===== src/rtl/rmf_pkg.sv =====
package rmf_pkg;

    typedef enum logic [1:0] {
        K_FETCH    = 2'd0,
        K_DATA     = 2'd1,
        K_STACK    = 2'd2,
        K_DISPATCH = 2'd3
    } acc_kind_e;

    localparam logic [2:0] SEG_ES = 3'd0;
    localparam logic [2:0] SEG_CS = 3'd1;
    localparam logic [2:0] SEG_SS = 3'd2;
    localparam logic [2:0] SEG_DS = 3'd3;
    localparam logic [2:0] SEG_FS = 3'd4;
    localparam logic [2:0] SEG_GS = 3'd5;

    typedef enum logic {
        ST_IDLE   = 1'b0,
        ST_REPORT = 1'b1
    } ctl_state_e;

endpackage


===== src/rtl/rmf_span_check.sv =====
module rmf_span_check #(
    parameter int OFS_W = 16,
    parameter int SZ_W  = 2
) (
    input  logic [OFS_W-1:0] offset,
    input  logic [SZ_W-1:0]  size_m1,
    output logic             overrun
);
    localparam int SUM_W = OFS_W + 1;

    logic [SUM_W-1:0] last_byte;

    // Address of the final byte touched; a carry out means a segment wrap.
    assign last_byte = {1'b0, offset} + SUM_W'(size_m1);
    assign overrun   = last_byte[OFS_W];

endmodule


===== src/rtl/rmf_table_check.sv =====
module rmf_table_check #(
    parameter int VEC_W       = 8,
    parameter int LIM_W       = 16,
    parameter int ENTRY_SHIFT = 2
) (
    input  logic [VEC_W-1:0] vector,
    input  logic [LIM_W-1:0] limit,
    output logic             out_of_range
);
    localparam int TOP_W = VEC_W + ENTRY_SHIFT;
    localparam int CMP_W = (TOP_W > LIM_W) ? TOP_W : LIM_W;

    logic [TOP_W-1:0] entry_last;
    logic [CMP_W-1:0] entry_cmp;
    logic [CMP_W-1:0] limit_cmp;

    // Last byte of the entry: vector * entry size + (entry size - 1).
    assign entry_last   = {vector, {ENTRY_SHIFT{1'b1}}};
    assign entry_cmp    = CMP_W'(entry_last);
    assign limit_cmp    = CMP_W'(limit);
    assign out_of_range = entry_cmp > limit_cmp;

endmodule


===== src/rtl/rmf_priority.sv =====
module rmf_priority
    import rmf_pkg::*;
#(
    parameter int VEC_W     = 8,
    parameter int VEC_TABLE = 8,
    parameter int VEC_STACK = 12,
    parameter int VEC_SEG   = 13
) (
    input  logic [1:0]       kind,
    input  logic [2:0]       seg,
    input  logic             span_over,
    input  logic             table_over,
    output logic             fault,
    output logic [VEC_W-1:0] vector
);
    logic stack_class;

    always_comb begin
        stack_class = 1'b0;
        fault       = 1'b0;
        vector      = '0;
        unique case (acc_kind_e'(kind))
            K_FETCH: begin
                if (span_over) begin
                    fault  = 1'b1;
                    vector = VEC_W'(VEC_SEG);
                end
            end
            K_DATA: begin
                stack_class = (seg == SEG_SS);
                if (span_over) begin
                    fault  = 1'b1;
                    vector = stack_class ? VEC_W'(VEC_STACK) : VEC_W'(VEC_SEG);
                end
            end
            K_STACK: begin
                stack_class = 1'b1;
                if (span_over) begin
                    fault  = 1'b1;
                    vector = VEC_W'(VEC_STACK);
                end
            end
            K_DISPATCH: begin
                if (table_over) begin
                    fault  = 1'b1;
                    vector = VEC_W'(VEC_TABLE);
                end
            end
        endcase
    end

endmodule


===== src/rtl/rm_fault_classifier.sv =====
module rm_fault_classifier
    import rmf_pkg::*;
#(
    parameter int OFS_W       = 16,
    parameter int SZ_W        = 2,
    parameter int VEC_W       = 8,
    parameter int LIM_W       = 16,
    parameter int ENTRY_SHIFT = 2,
    parameter int VEC_TABLE   = 8,
    parameter int VEC_STACK   = 12,
    parameter int VEC_SEG     = 13
) (
    input  logic             clk,
    input  logic             rst_n,
    input  logic             req_valid,
    output logic             req_ready,
    input  logic [1:0]       req_kind,
    input  logic [2:0]       req_seg,
    input  logic [OFS_W-1:0] req_offset,
    input  logic [SZ_W-1:0]  req_size,
    input  logic [VEC_W-1:0] req_vec,
    input  logic [LIM_W-1:0] req_tbl_limit,
    output logic             out_valid,
    output logic             out_fault,
    output logic [VEC_W-1:0] out_vector,
    output logic             out_restart
);
    ctl_state_e       state_q, state_d;
    logic             accept;
    logic             span_over;
    logic             table_over;
    logic             cls_fault;
    logic [VEC_W-1:0] cls_vector;
    logic             fault_q;
    logic [VEC_W-1:0] vector_q;

    rmf_span_check #(.OFS_W(OFS_W), .SZ_W(SZ_W)) u_span (
        .offset  (req_offset),
        .size_m1 (req_size),
        .overrun (span_over)
    );

    rmf_table_check #(.VEC_W(VEC_W), .LIM_W(LIM_W), .ENTRY_SHIFT(ENTRY_SHIFT)) u_table (
        .vector       (req_vec),
        .limit        (req_tbl_limit),
        .out_of_range (table_over)
    );

    rmf_priority #(
        .VEC_W(VEC_W), .VEC_TABLE(VEC_TABLE), .VEC_STACK(VEC_STACK), .VEC_SEG(VEC_SEG)
    ) u_prio (
        .kind       (req_kind),
        .seg        (req_seg),
        .span_over  (span_over),
        .table_over (table_over),
        .fault      (cls_fault),
        .vector     (cls_vector)
    );

    assign accept = req_valid && (state_q == ST_IDLE);

    // Next-state logic: ACCEPT and RETIRE.
    always_comb begin
        state_d = state_q;
        unique case (state_q)
            ST_IDLE:   if (req_valid) state_d = ST_REPORT;
            ST_REPORT: state_d = ST_IDLE;
        endcase
    end

    // State register.
    always_ff @(posedge clk or negedge rst_n) begin
        if (!rst_n) state_q <= ST_IDLE;
        else        state_q <= state_d;
    end

    // Result register, loaded on ACCEPT.
    always_ff @(posedge clk or negedge rst_n) begin
        if (!rst_n) begin
            fault_q  <= 1'b0;
            vector_q <= '0;
        end else if (accept) begin
            fault_q  <= cls_fault;
            vector_q <= cls_vector;
        end
    end

    // Outputs decoded from state.
    always_comb begin
        req_ready   = 1'b0;
        out_valid   = 1'b0;
        out_fault   = 1'b0;
        out_vector  = '0;
        out_restart = 1'b0;
        unique case (state_q)
            ST_IDLE: req_ready = 1'b1;
            ST_REPORT: begin
                out_valid   = 1'b1;
                out_fault   = fault_q;
                out_vector  = vector_q;
                out_restart = fault_q;
            end
        endcase
    end

endmodule


===== config.mk =====
export PLATFORM = sky130hd
export DESIGN_NAME = rm_fault_classifier
export DESIGN_NICKNAME = d
export VERILOG_FILES = /design/src/rtl/rmf_pkg.sv /design/src/rtl/rmf_span_check.sv /design/src/rtl/rmf_table_check.sv /design/src/rtl/rmf_priority.sv /design/src/rtl/rm_fault_classifier.sv
export SDC_FILE = /design/constraint.sdc
export NUM_CORES = 1
export LEC_CHECK = 0
export ABC_AREA = 0
export ABC_CLOCK_PERIOD_IN_PS = 1000
export CORE_UTILIZATION = 25
export DETAILED_ROUTE_END_ITERATION = 12
export GPL_TIMING_DRIVEN = 0
export PLACE_DENSITY = 0.75
export RECOVER_POWER = 100
export SYNTH_ARGS = -nofsm -noshare
export SYNTH_HDL_FRONTEND = slang
export SYNTH_SLANG_ARGS = --single-unit

===== constraint.sdc =====
create_clock -name clk -period 1 [get_ports clk]
set_input_delay 0.2 -clock clk [delete_from_list [all_inputs] [get_ports clk]]
set_output_delay 0.2 -clock clk [all_outputs]
set_load 0.02 [all_outputs]

==> reports/metrics.csv <==
stage;metric;value;unit
run_status;status;complete, but fails checks;
run_status;failed_checks;negative setup slack;
sta;fin_crit;1.24;ns
logic_synthesis;synthesis.area_per_instance;8.06;um2
clocking;cts_hold_buf;0;
sta;final_max_slew_viol_count;0;
flow_run;maxCapViolations;0;
routing;antenna_left;0;
critical_path;crit_path_start_kind;flip-flop;
clocking;root_buffer;clkbuf_4;
power;power.switching;305;uW
critical_path;cp-end-kind;output port;
critical_path;timing.critical_path.cells;and2_4 -> buf_6 -> buf_6;
placed_design;gp_congestion;0.698;
routing;routed_via_density;4.53;
critical_path;required;0.80;ns
critical_path;cp.arrival;1.04;ns
logic_synthesis;synthDistinctLibCells;22;
clocking;worstSkewPairLatency;0.25;ns
die;start_util;0.265;
cells_and_area;postLayoutCellArea;1460;um2
die;core_region_area;2190;um2
global_routing;grt_pass1_wl;3230;um
clocking;tritoncts.num_buffers;3;
logic_synthesis;synth_seq_cells;5;
power;worst_case_vdd_ir_drop;0.000345;V
global_routing;number_of_antenna_violations_at_the_first_check_in_global_routing;0;
sta;final-setup-viol-count;10;
global_routing;grt_util_all_layers;0.177;
routing;routedWlPerCell;12.8;um
sta;rsz0062_at_grt;true;
cells_and_area;final_net_count;201;
cells_and_area;areaGrowthSynthToFinish;152;%
logic_synthesis;yosys_warnings;0;
min_path;timing.hold.worst.class;input port to async pin;
routing;number_of_vias_after_detailed_routing;766;
logic_synthesis;synth_cells;72;
die;num_rows;17;
power;powerDensity;668;nW/um2
power;total_leakage_power;0.000673;uW
logic_synthesis;synthDominantAreaCellType;dfrtp_1;
power;internal_power;670;uW
critical_path;max_stage_delay;0.42;ns
power;p_seq_frac;0.215;
critical_path;crit_path_top_delay_cell;dfrtp_2;
critical_path;worst_path_dominant_cell_family;flip-flops;
critical_path;crit_path_max_fanout;6;
power;pwr-share-comb;0.530;
clocking;cts_max_level;1;
logic_synthesis;dominantRegCellSynth;dfrtp_1;
routing;post-route-drc-count;0;
sta;achievable-frequency;0.805;GHz
logic_synthesis;synth_top_area_frac;0.216;
die;ioPinCount;62;
clocking;clkTransAtPathRegs;0.05;ns
sta;timing_hold_violations_final;0;
die;dieHeight;50.2;um
global_routing;global_route.overflow_total;0;
power;clock_power_share;0.255;
logic_synthesis;seq_area_frac_synth;0.216;
logic_synthesis;async_flop_share;1.00;
placed_design;buffer_ports.inserted;56;
placed_design;placement.cell_area;1220;um2
global_routing;largest_net_degree_at_the_start_of_global_routing;7;
clocking;clock_tree.buffer_depth;2;
routing;drt-pass1-iter-count;4;
logic_synthesis;number_of_synthesized_flops_with_an_enable_pin;0;
placed_design;final_hpwl_from_detailed_placement;1610;um
power;fin_total_pwr;975;uW
clocking;clock_sink_count;5;
critical_path;worst-path-buf-inv;2;
cells_and_area;proportion_of_layout_cells_with_a_drive_suffix_above_1;0.447;
global_routing;first_global_vias;716;
sta;worst_clock_skew;0.00280;ns
critical_path;setup.worst_path.class;flip-flop to output port;
die;die_area;2520;um2
routing;first_iter_violations;8;
logic_synthesis;synth.area.top_cells;dfrtp_1 22%, ha_1 19%, buf_4 7.8%, inv_1 6.5%, nand4_1 6.5%;
critical_path;reg2reg_setup_slack;-0.10;ns
logic_synthesis;post_syn_area;581;um2
die;die_width;50.2;um
power;netSwitchingFraction;0.313;
sta;final_min_period_over_clock_period;1.24;
critical_path;cp_common_cell;buf_6;
clocking;cts_tree;done;
routing;finalWirelength;2160;um
cells_and_area;antenna_diode_count;0;
sta;setup_ws;-0.243;ns
## Yosys cell counts (2+ instances only)
master,number
a21oi_1,2
and2_1,4
ha_1,9
nand3_1,5
nor3_1,2
nor2_1,2
inv_1,10
nand2_1,9
a31oi_1,2
nand4_1,6
dfrtp_1,5
buf_4,6
## flip-flops by register name, indices dropped and copies added, names as in the netlist
name,flops
fault_q,1
vector_q,3
state_q,1
## what timing repair did
item | CTS | global route
setup endpoints to repair | 11 | 11
gates resized for setup | 116 | 11
pin swaps | 25 | 16
buffers inserted | 3 | 2
## final cells by class
type | instances | area, um2
Inverter | 10 | 50.0
Sequential cell | 5 | 126
Multi-Input combinational cell | 55 | 612
Buffer | 6 | 48.8
Tap cell | 28 | 35.0
Fill cell | 188 | 731
Clock buffer | 4 | 26.3
Timing Repair Buffer | 61 | 562
## cells by family (layout without fill, tap and decap cells)
kind of cell | Yosys count | after routing | share of synthesized area
other cells | 1 | 5 | 0.00646
simple gates | 33 | 33 | 0.325
buf+inv | 16 | 81 | 0.142
flops | 5 | 5 | 0.216
compound gates | 8 | 8 | 0.116
fa+ha+maj | 9 | 9 | 0.194
## routing by layer
layer	vias to the layer above	wire length, um	track usage
met2	44	1110	0.329
met3	2	217	0.0667
met4	0	22	0.0714
met5	-	0	0
li1	377	-	-
met1	343	804	0.172
## power by group through the flow
stage                     Sequential [uW]  Combinational, uW  Clock, uW
after floorplan                       216                143          0
after CTS                             210                506        253
after global placement                214                376          0
final                                 210                516        249
after global routing                  211                549        272
after detailed placement              214                383          0
## through the flow
step	worst slack, ns	setup TNS, ns	hold slack, ns	util	instances
final	-0.243	-1.58	0.244	0.666	169
after CTS	-0.274	-1.71	0.176	0.662	167
after floorplan	-0.225	-0.470	-0.0956	-	76
after global routing	-0.282	-2.05	0.250	0.666	169
after detailed placement	-0.991	-5.07	0.442	0.559	160
after global placement	-0.965	-4.92	0.427	0.559	160
## worst paths after layout
kind | from | cells past startpoint | end
worst min-delay path | rst_n | 1 | vector_q[3]
max in group asynchronous | rst_n | 1 | state_q
worst max-delay path | state_q | 3 | out_restart
worst max register to register | state_q | 5 | fault_q
worst min register to register | vector_q[0] | 2 | vector_q[0]
min in group clk | req_offset[4] | 5 | vector_q[0]
## worst reg2reg max path, cell delays in order, from the launching register on
cell and delay, ns:
dfrtp_2 0.42, nand2b_4 0.17, inv_1 0.07, and3_4 0.18
o311ai_4 0.08, nand3_1 0.10
## cells in the final DEF (no fill, tap or decap), drive strengths merged, types with 6 or more instances in the layout
master / count
buf: 25
inv: 10
dlygate4sd2: 9
clkdlybuf4s50: 25
nand4: 6
nand2: 9
ha: 9
No activity file was read; power rests on OpenSTA's default activity.
